$ cat src/rtl/rtc_sec_pkg.sv
package rtc_sec_pkg;
  localparam int unsigned REG_W = 32;

  // Word indices (byte offset / 4) of the register window
  localparam int unsigned WI_COUNT  = 0;
  localparam int unsigned WI_MATCH  = 1;
  localparam int unsigned WI_LOAD   = 2;
  localparam int unsigned WI_CTRL   = 3;
  localparam int unsigned WI_AL_EN  = 4;
  localparam int unsigned WI_RAW    = 5;
  localparam int unsigned WI_MASKED = 6;
  localparam int unsigned WI_CLR    = 7;

  typedef struct packed {
    logic load;
    logic match;
    logic ctrl;
    logic al_en;
    logic clr;
  } wr_strobe_t;
endpackage

$ cat src/rtl/rtc_sec_prescaler.sv
module rtc_sec_prescaler #(
  parameter int unsigned TICKS_PER_SEC = 32768
) (
  input  logic clk,
  input  logic rst_n,
  input  logic run_i,
  input  logic khz_en_i,
  input  logic restart_i,
  output logic tick_o
);
  localparam int unsigned PW = (TICKS_PER_SEC > 2) ? $clog2(TICKS_PER_SEC) : 1;
  localparam logic [PW-1:0] LAST = PW'(TICKS_PER_SEC - 1);

  logic [PW-1:0] phase_q, phase_d;
  logic          tick;

  always_comb begin
    phase_d = phase_q;
    tick    = 1'b0;
    if (restart_i) begin
      phase_d = '0;
    end else if (run_i && khz_en_i) begin
      if (phase_q == LAST) begin
        phase_d = '0;
        tick    = 1'b1;
      end else begin
        phase_d = phase_q + 1'b1;
      end
    end
  end

  always_ff @(posedge clk or negedge rst_n) begin
    if (!rst_n) phase_q <= '0;
    else        phase_q <= phase_d;
  end

  assign tick_o = tick;

  p_tick_gate_r2: assert property (@(posedge clk) disable iff (!rst_n)
    tick_o |-> (run_i && khz_en_i && !restart_i));
endmodule

$ cat src/rtl/rtc_sec_counter.sv
module rtc_sec_counter #(
  parameter int unsigned W = 32
) (
  input  logic         clk,
  input  logic         rst_n,
  input  logic         tick_i,
  input  logic         load_i,
  input  logic [W-1:0] load_val_i,
  input  logic         match_wr_i,
  input  logic [W-1:0] match_val_i,
  output logic [W-1:0] count_o,
  output logic [W-1:0] match_o,
  output logic         hit_o
);
  logic [W-1:0] count_q, count_d, match_q, match_d;
  logic         eq, eq_q;

  always_comb begin
    count_d = count_q;
    if (load_i)      count_d = load_val_i;
    else if (tick_i) count_d = count_q + 1'b1;
    match_d = match_wr_i ? match_val_i : match_q;
  end

  assign eq = (count_q == match_q);

  always_ff @(posedge clk or negedge rst_n) begin
    if (!rst_n) begin
      count_q <= '0;
      match_q <= '0;
      eq_q    <= 1'b1;
    end else begin
      count_q <= count_d;
      match_q <= match_d;
      eq_q    <= eq;
    end
  end

  assign hit_o   = eq && !eq_q;
  assign count_o = count_q;
  assign match_o = match_q;

  p_hold_r2: assert property (@(posedge clk) disable iff (!rst_n)
    (!tick_i && !load_i) |=> $stable(count_o));
  p_load_r3: assert property (@(posedge clk) disable iff (!rst_n)
    load_i |=> (count_o == $past(load_val_i)));
  p_wrap_r4: assert property (@(posedge clk) disable iff (!rst_n)
    (tick_i && !load_i && (&count_o)) |=> (count_o == '0));
endmodule

$ cat src/rtl/rtc_sec_alarm.sv
module rtc_sec_alarm (
  input  logic clk,
  input  logic rst_n,
  input  logic hit_i,
  input  logic clr_i,
  input  logic en_wr_i,
  input  logic en_val_i,
  output logic raw_o,
  output logic en_o,
  output logic irq_o
);
  logic raw_q, raw_d, en_q, en_d;

  always_comb begin
    raw_d = raw_q;
    if (hit_i)      raw_d = 1'b1;
    else if (clr_i) raw_d = 1'b0;
    en_d = en_wr_i ? en_val_i : en_q;
  end

  always_ff @(posedge clk or negedge rst_n) begin
    if (!rst_n) begin
      raw_q <= 1'b0;
      en_q  <= 1'b0;
    end else begin
      raw_q <= raw_d;
      en_q  <= en_d;
    end
  end

  assign raw_o = raw_q;
  assign en_o  = en_q;
  assign irq_o = raw_q & en_q;

  p_sticky_r6: assert property (@(posedge clk) disable iff (!rst_n)
    (raw_o && !clr_i) |=> raw_o);
  p_clear_r7: assert property (@(posedge clk) disable iff (!rst_n)
    (clr_i && !hit_i) |=> !raw_o);
  p_set_wins_r8: assert property (@(posedge clk) disable iff (!rst_n)
    (hit_i && clr_i) |=> raw_o);
endmodule

$ cat src/rtl/rtc_seconds_alarm.sv
module rtc_seconds_alarm #(
  parameter int unsigned TICKS_PER_SEC = 32768,
  parameter int unsigned ADDR_W        = 6
) (
  input  logic                           clk,
  input  logic                           rst_n,
  input  logic                           khz_en,
  input  logic [ADDR_W-1:0]              bus_addr,
  input  logic                           bus_we,
  input  logic [rtc_sec_pkg::REG_W-1:0]  bus_wdata,
  output logic [rtc_sec_pkg::REG_W-1:0]  bus_rdata,
  output logic                           irq_o
);
  import rtc_sec_pkg::*;
  localparam int unsigned WIX_W = ADDR_W - 2;

  // Reset: asserted asynchronously, released after two clock edges
  logic [1:0] rst_sync_q;
  logic       rst_ni;
  always_ff @(posedge clk or negedge rst_n) begin
    if (!rst_n) rst_sync_q <= 2'b00;
    else        rst_sync_q <= {rst_sync_q[0], 1'b1};
  end
  assign rst_ni = rst_sync_q[1];

  logic [WIX_W-1:0] widx;
  wr_strobe_t       wr;
  assign widx = bus_addr[ADDR_W-1:2];

  always_comb begin
    wr       = '0;
    wr.load  = bus_we && (widx == WIX_W'(WI_LOAD));
    wr.match = bus_we && (widx == WIX_W'(WI_MATCH));
    wr.ctrl  = bus_we && (widx == WIX_W'(WI_CTRL));
    wr.al_en = bus_we && (widx == WIX_W'(WI_AL_EN));
    wr.clr   = bus_we && (widx == WIX_W'(WI_CLR)) && bus_wdata[0];
  end

  logic run_q, run_d;
  always_comb run_d = wr.ctrl ? bus_wdata[0] : run_q;
  always_ff @(posedge clk or negedge rst_ni) begin
    if (!rst_ni) run_q <= 1'b0;
    else         run_q <= run_d;
  end

  logic             tick, hit, raw, al_en, irq;
  logic [REG_W-1:0] count, match;

  rtc_sec_prescaler #(.TICKS_PER_SEC(TICKS_PER_SEC)) u_pre (
    .clk(clk), .rst_n(rst_ni), .run_i(run_q), .khz_en_i(khz_en),
    .restart_i(wr.load), .tick_o(tick)
  );

  rtc_sec_counter #(.W(REG_W)) u_cnt (
    .clk(clk), .rst_n(rst_ni), .tick_i(tick), .load_i(wr.load),
    .load_val_i(bus_wdata), .match_wr_i(wr.match), .match_val_i(bus_wdata),
    .count_o(count), .match_o(match), .hit_o(hit)
  );

  rtc_sec_alarm u_alarm (
    .clk(clk), .rst_n(rst_ni), .hit_i(hit), .clr_i(wr.clr),
    .en_wr_i(wr.al_en), .en_val_i(bus_wdata[0]),
    .raw_o(raw), .en_o(al_en), .irq_o(irq)
  );

  always_comb begin
    bus_rdata = '0;
    if (widx == WIX_W'(WI_COUNT))       bus_rdata = count;
    else if (widx == WIX_W'(WI_MATCH))  bus_rdata = match;
    else if (widx == WIX_W'(WI_CTRL))   bus_rdata[0] = run_q;
    else if (widx == WIX_W'(WI_AL_EN))  bus_rdata[0] = al_en;
    else if (widx == WIX_W'(WI_RAW))    bus_rdata[0] = raw;
    else if (widx == WIX_W'(WI_MASKED)) bus_rdata[0] = irq;
  end

  assign irq_o = irq;

  p_irq_src_r9: assert property (@(posedge clk) disable iff (!rst_ni)
    irq_o |-> (raw && al_en));
endmodule

$ cat config.mk
export PLATFORM = sky130hd
export DESIGN_NAME = rtc_seconds_alarm
export DESIGN_NICKNAME = d
export VERILOG_FILES = /design/src/rtl/rtc_sec_pkg.sv /design/src/rtl/rtc_sec_prescaler.sv /design/src/rtl/rtc_sec_counter.sv /design/src/rtl/rtc_sec_alarm.sv /design/src/rtl/rtc_seconds_alarm.sv
export SDC_FILE = /design/constraint.sdc
export NUM_CORES = 1
export LEC_CHECK = 0
export BUFFER_PORTS_ARGS = -buffer_cell sky130_fd_sc_hd__buf_2
export CAP_MARGIN = 10
export CORE_ASPECT_RATIO = 1.1
export CORE_UTILIZATION = 62
export DETAILED_ROUTE_END_ITERATION = 12
export GPL_ROUTABILITY_DRIVEN = 0
export MAX_ROUTING_LAYER = met4
export PLACE_DENSITY = 0.95
export SLEW_MARGIN = 20
export SYNTH_ARGS = -nofsm -noshare
export SYNTH_HDL_FRONTEND = slang
export SYNTH_SLANG_ARGS = --single-unit
$ cat constraint.sdc
create_clock -name clk -period 4.6 [get_ports clk]
set_input_delay 0.69 -clock clk [delete_from_list [all_inputs] [get_ports clk]]
set_output_delay 0.69 -clock clk [all_outputs]
set_load 0.05 [all_outputs]
==> tab_implementation.tex <==
\begin{tabular}{lr}
\hline
Metric & Value \\
\hline
\multicolumn{2}{l}{\textbf{Outcome}} \\
Run status & completed \\
\multicolumn{2}{l}{\textbf{Floorplanning}} \\
Initial core utilization & 0.643 \\
Die area & 8160 um\^{}2 \\
Width of the die & 86.2 um \\
Site row count & 33 \\
Core region area & 7510 um\^{}2 \\
I/O pin count & 75 \\
Die outline height & 94.6 um \\
\multicolumn{2}{l}{\textbf{Timing}} \\
Actual transition at the worst max-transition pin & 1.01 ns \\
Final sum of negative setup slack & 0 ns \\
Hold violation total from the final report & 0 \\
RSZ-0062 raised after global routing & no \\
Worst clock skew on the final layout & 0.00915 ns \\
Relative slew slack & 0.324 \\
Number of pins exceeding their max-slew limit in the final report & 0 \\
Max Clk Rate & 309 MHz \\
Hold\_ws & 0.0991 ns \\
Minimum clock period after layout & 3.24 ns \\
Period utilisation layout & 0.705 \\
Total setup violations reported at the end of the flow & 0 \\
\multicolumn{2}{l}{\textbf{Power}} \\
Share of power burned in registers & 0.516 \\
Switching share of power & 0.343 \\
Part of the total power dissipated in the clock network & 0.251 \\
Combinational Power Share & 0.233 \\
Int Power & 1.40 mW \\
Leakage dissipation & 2.35 nW \\
Final Total Pwr & 2.12 mW \\
Pwr/cell area & 389 nW/um\^{}2 \\
P\_sw & 0.729 mW \\
Maximum ir drop on the vdd rail & 0.259 mV \\
\multicolumn{2}{l}{\textbf{Cells and area}} \\
Fill cell count & 521 \\
Most common cell after layout, fill and taps aside & sky130\_fd\_sc\_hd\_\_dfrtp\_1 \\
Final \#Nets & 588 \\
Fraction of layout instances using a drive strength above 1 & 0.260 \\
Final Instance Area & 5460 um\^{}2 \\
Area grow syn2layout & 12.9\% \\
Non-filler cells, final & 652 \\
Most frequent cells in the layout & sky130\_fd\_sc\_hd\_\_dfrtp\_1, sky130\_fd\_sc\_hd\_\_buf\_2, sky130\_fd\_sc\_hd\_\_nand2\_1 \\
Total inserted antenna cells & 0 \\
\multicolumn{2}{l}{\textbf{Global route}} \\
Global route overflow & 0 \\
GRT Util Overall & 0.315 \\
Number of global-route vias before repair & 4052 \\
First-pass GRT wire length & 19300 um \\
Antenna violations before repair & 0 \\
Maximum number of pins on one net before global-route repair & 84 \\
\multicolumn{2}{l}{\textbf{Detailed routing}} \\
Via count normalized by instance count & 6.25 \\
TritonRoute pass-1 iters & 5 \\
Final routed wirelength across all metal layers & 11900 um \\
Number of DRC violations after detailed routing & 0 \\
Average wire per cell in the routed design & 18.2 um \\
Via count & 4076 \\
Initial DRC Count & 378 \\
Post-route ant nets & 0 \\
\multicolumn{2}{l}{\textbf{Placement}} \\
Detailed-placement wirelength estimate & 7980 um \\
Post-detailed-placement cell area & 5240 um\^{}2 \\
Port Buffers & 72 \\
Cell count after placement & 637 \\
\multicolumn{2}{l}{\textbf{Logic synthesis}} \\
Share of synthesized area occupied by flip-flops and latches & 0.440 \\
Compound-Gate Fraction of Synth Area & 0.107 \\
Yosys Warn Count & 0 \\
Average size of a mapped cell & 9.91 um\^{}2 \\
Distinct cell type count of the synthesized netlist & 44 \\
Synthesized instance count & 488 \\
Area contributors post-synth & sky130\_fd\_sc\_hd\_\_dfrtp\_1, sky130\_fd\_sc\_hd\_\_mux2\_2, sky130\_fd\_sc\_hd\_\_xnor2\_1 \\
Largest family of logic cells by synthesized area & simple AND/OR/NAND/NOR gates \\
Top cell type by total area after synthesis & sky130\_fd\_sc\_hd\_\_dfrtp\_1 \\
Post-synth EDFFs & 0 \\
Number of nets produced by synthesis & 532 \\
Share of cell area taken by muxes after synthesis & 0.0813 \\
Post-synth top area share & 0.435 \\
Adder and majority gate portion of the synthesized area & 0.00518 \\
Proportion of register bits with asynchronous set or reset after synthesis & 1.00 \\
Dominant register cell in the synthesized netlist & sky130\_fd\_sc\_hd\_\_dfrtp\_1 \\
Synth Area in Simple Gates & 0.192 \\
Seq cells post-synth & 85 \\
Post-Syn Area & 4830 um\^{}2 \\
Xor and xnor area share after synthesis & 0.136 \\
\multicolumn{2}{l}{\textbf{Setup path}} \\
Critical path arrival & 2.55 ns \\
Worst reg-to-reg path cell count & 5 \\
End of the worst register-to-register path & u\_cnt.count\_o[28] \\
Critical Path End Type & primary output \\
Top fanout value on the critical path & 13 \\
Required @ worst endpoint & 3.91 ns \\
Critical register-to-register path startpoint & u\_cnt.count\_o[5] \\
Worst setup startpoint & bus\_addr[3] \\
Destination of the critical timing path & bus\_rdata[31] \\
Category of the most critical setup path & primary input to primary output \\
Worst setup slack for register-to-register paths & 2.23 ns \\
Nature of the critical path startpoint & primary input \\
\multicolumn{2}{l}{\textbf{Clocking}} \\
Number of clock buffers inserted by TritonCTS & 9 \\
Worst skew pair latency & 0.36 ns \\
Max Root-Sink Buffers & 2 \\
H-tree Lvls & 3 \\
TritonCTS clock tree & done \\
Clock-pin slew of the registers on the worst-case setup and hold paths & 0.08 ns \\
Clk sink count & 85 \\
CTS-repair resized insts & 0 \\
Hold-fix buffer count after cts & 0 \\
Post-CTS Setup Inserts & 0 \\
Root Buffer & sky130\_fd\_sc\_hd\_\_clkbuf\_8 \\
\multicolumn{2}{l}{\textbf{Flow run}} \\
Max Cap Viol & 0 \\
\multicolumn{2}{l}{\textbf{Hold path}} \\
Min-Delay Path Class & primary input to asynchronous set/reset pin \\
\hline
\end{tabular}
## worst max-delay path, cell delays in order
cell                      delay (ns)
sky130_fd_sc_hd__buf_2          0.15
sky130_fd_sc_hd__nor4b_2        0.89
sky130_fd_sc_hd__buf_4          0.35
sky130_fd_sc_hd__a22o_1         0.19
sky130_fd_sc_hd__buf_2          0.27
## per-stage QoR
step           worst slack [ns]   util
3_5_place_dp               1.35  0.697
2_1_floorplan              1.66      -
6_report                   1.36  0.726
4_1_cts                    1.35  0.723
5_1_grt                    1.26  0.726
3_3_place_gp               1.40  0.697
## layout make-up
class,instances,area (um^2),share of cell area
inverter,11,41.3,0.00757
clock inverter,2,35.0,0.00642
sequential,85,2130,0.391
clock buffer,12,155,0.0284
tap,105,131,0.0241
multi-input combinational,359,2540,0.465
timing repair buffer,78,425,0.0779
## synthesized netlist by cell type (2+ instances only)
library cell	instances
sky130_fd_sc_hd__dfrtp_1	84
sky130_fd_sc_hd__nor3_1	21
sky130_fd_sc_hd__o21ai_0	28
sky130_fd_sc_hd__and2_1	3
sky130_fd_sc_hd__o21ai_1	3
sky130_fd_sc_hd__and3_1	7
sky130_fd_sc_hd__or3_1	3
sky130_fd_sc_hd__mux2_2	34
sky130_fd_sc_hd__inv_1	11
sky130_fd_sc_hd__clkbuf_1	25
sky130_fd_sc_hd__nor2_1	21
sky130_fd_sc_hd__nor4b_1	4
sky130_fd_sc_hd__and4_1	3
sky130_fd_sc_hd__ha_1	2
sky130_fd_sc_hd__or2_2	2
sky130_fd_sc_hd__xor2_1	37
sky130_fd_sc_hd__nand4_1	15
sky130_fd_sc_hd__buf_2	5
sky130_fd_sc_hd__a22o_1	31
sky130_fd_sc_hd__nor4_1	14
sky130_fd_sc_hd__a21oi_1	8
sky130_fd_sc_hd__nand2_1	49
sky130_fd_sc_hd__nor4_2	8
sky130_fd_sc_hd__xnor2_1	38
sky130_fd_sc_hd__nor2b_1	2
sky130_fd_sc_hd__nand3_1	12
## worst min-delay path by stage
stage	start	to	slack (ns)
after floorplan	rst_sync_q[0]	rst_sync_q[1]	0.33
after global routing	rst_n	rst_sync_q[1]	0.09
after detailed placement	rst_sync_q[0]	rst_sync_q[1]	0.34
after CTS	rst_n	rst_sync_q[1]	0.09
final	rst_n	rst_sync_q[1]	0.1
after global placement	rst_sync_q[0]	rst_sync_q[1]	0.34
## power groups by stage
stage	Sequential, mW	Combinational [mW]	Clock, mW
2_1_floorplan	1.05	0.379	0
3_3_place_gp	1.09	0.449	0
3_5_place_dp	1.11	0.469	0
4_1_cts	1.10	0.478	0.533
5_1_grt	1.12	0.535	0.566
6_report	1.10	0.494	0.534
## per-layer routing
metal | GRT usage | vias up | wire (um) | share of wire
li1 | - | 1844 | - | -
met1 | 0.388 | 2027 | 4770 | 0.40
met2 | 0.514 | 168 | 6070 | 0.51
met3 | 0.0490 | 37 | 685 | 0.058
met4 | 0.146 | 0 | 357 | 0.030
met5 | - | - | 0 | 0
## state kept, by name (all words and copies together), names as in the netlist
register / count
u_cnt.count_o: 32
u_cnt.match_o: 32
u_pre.phase_q: 15
rst_sync_q: 2
run_q: 1
u_alarm.en_o: 1
u_alarm.raw_o: 1
u_cnt.eq_q: 1
## cell families after synthesis
logic type | after synthesis
buf+inv | 44
fa+ha+maj | 2
flops | 85
other cells | 1
simple gates | 170
compound gates | 76
mux | 35
xor+xnor | 75
No activity file was read; power rests on OpenSTA's default activity.
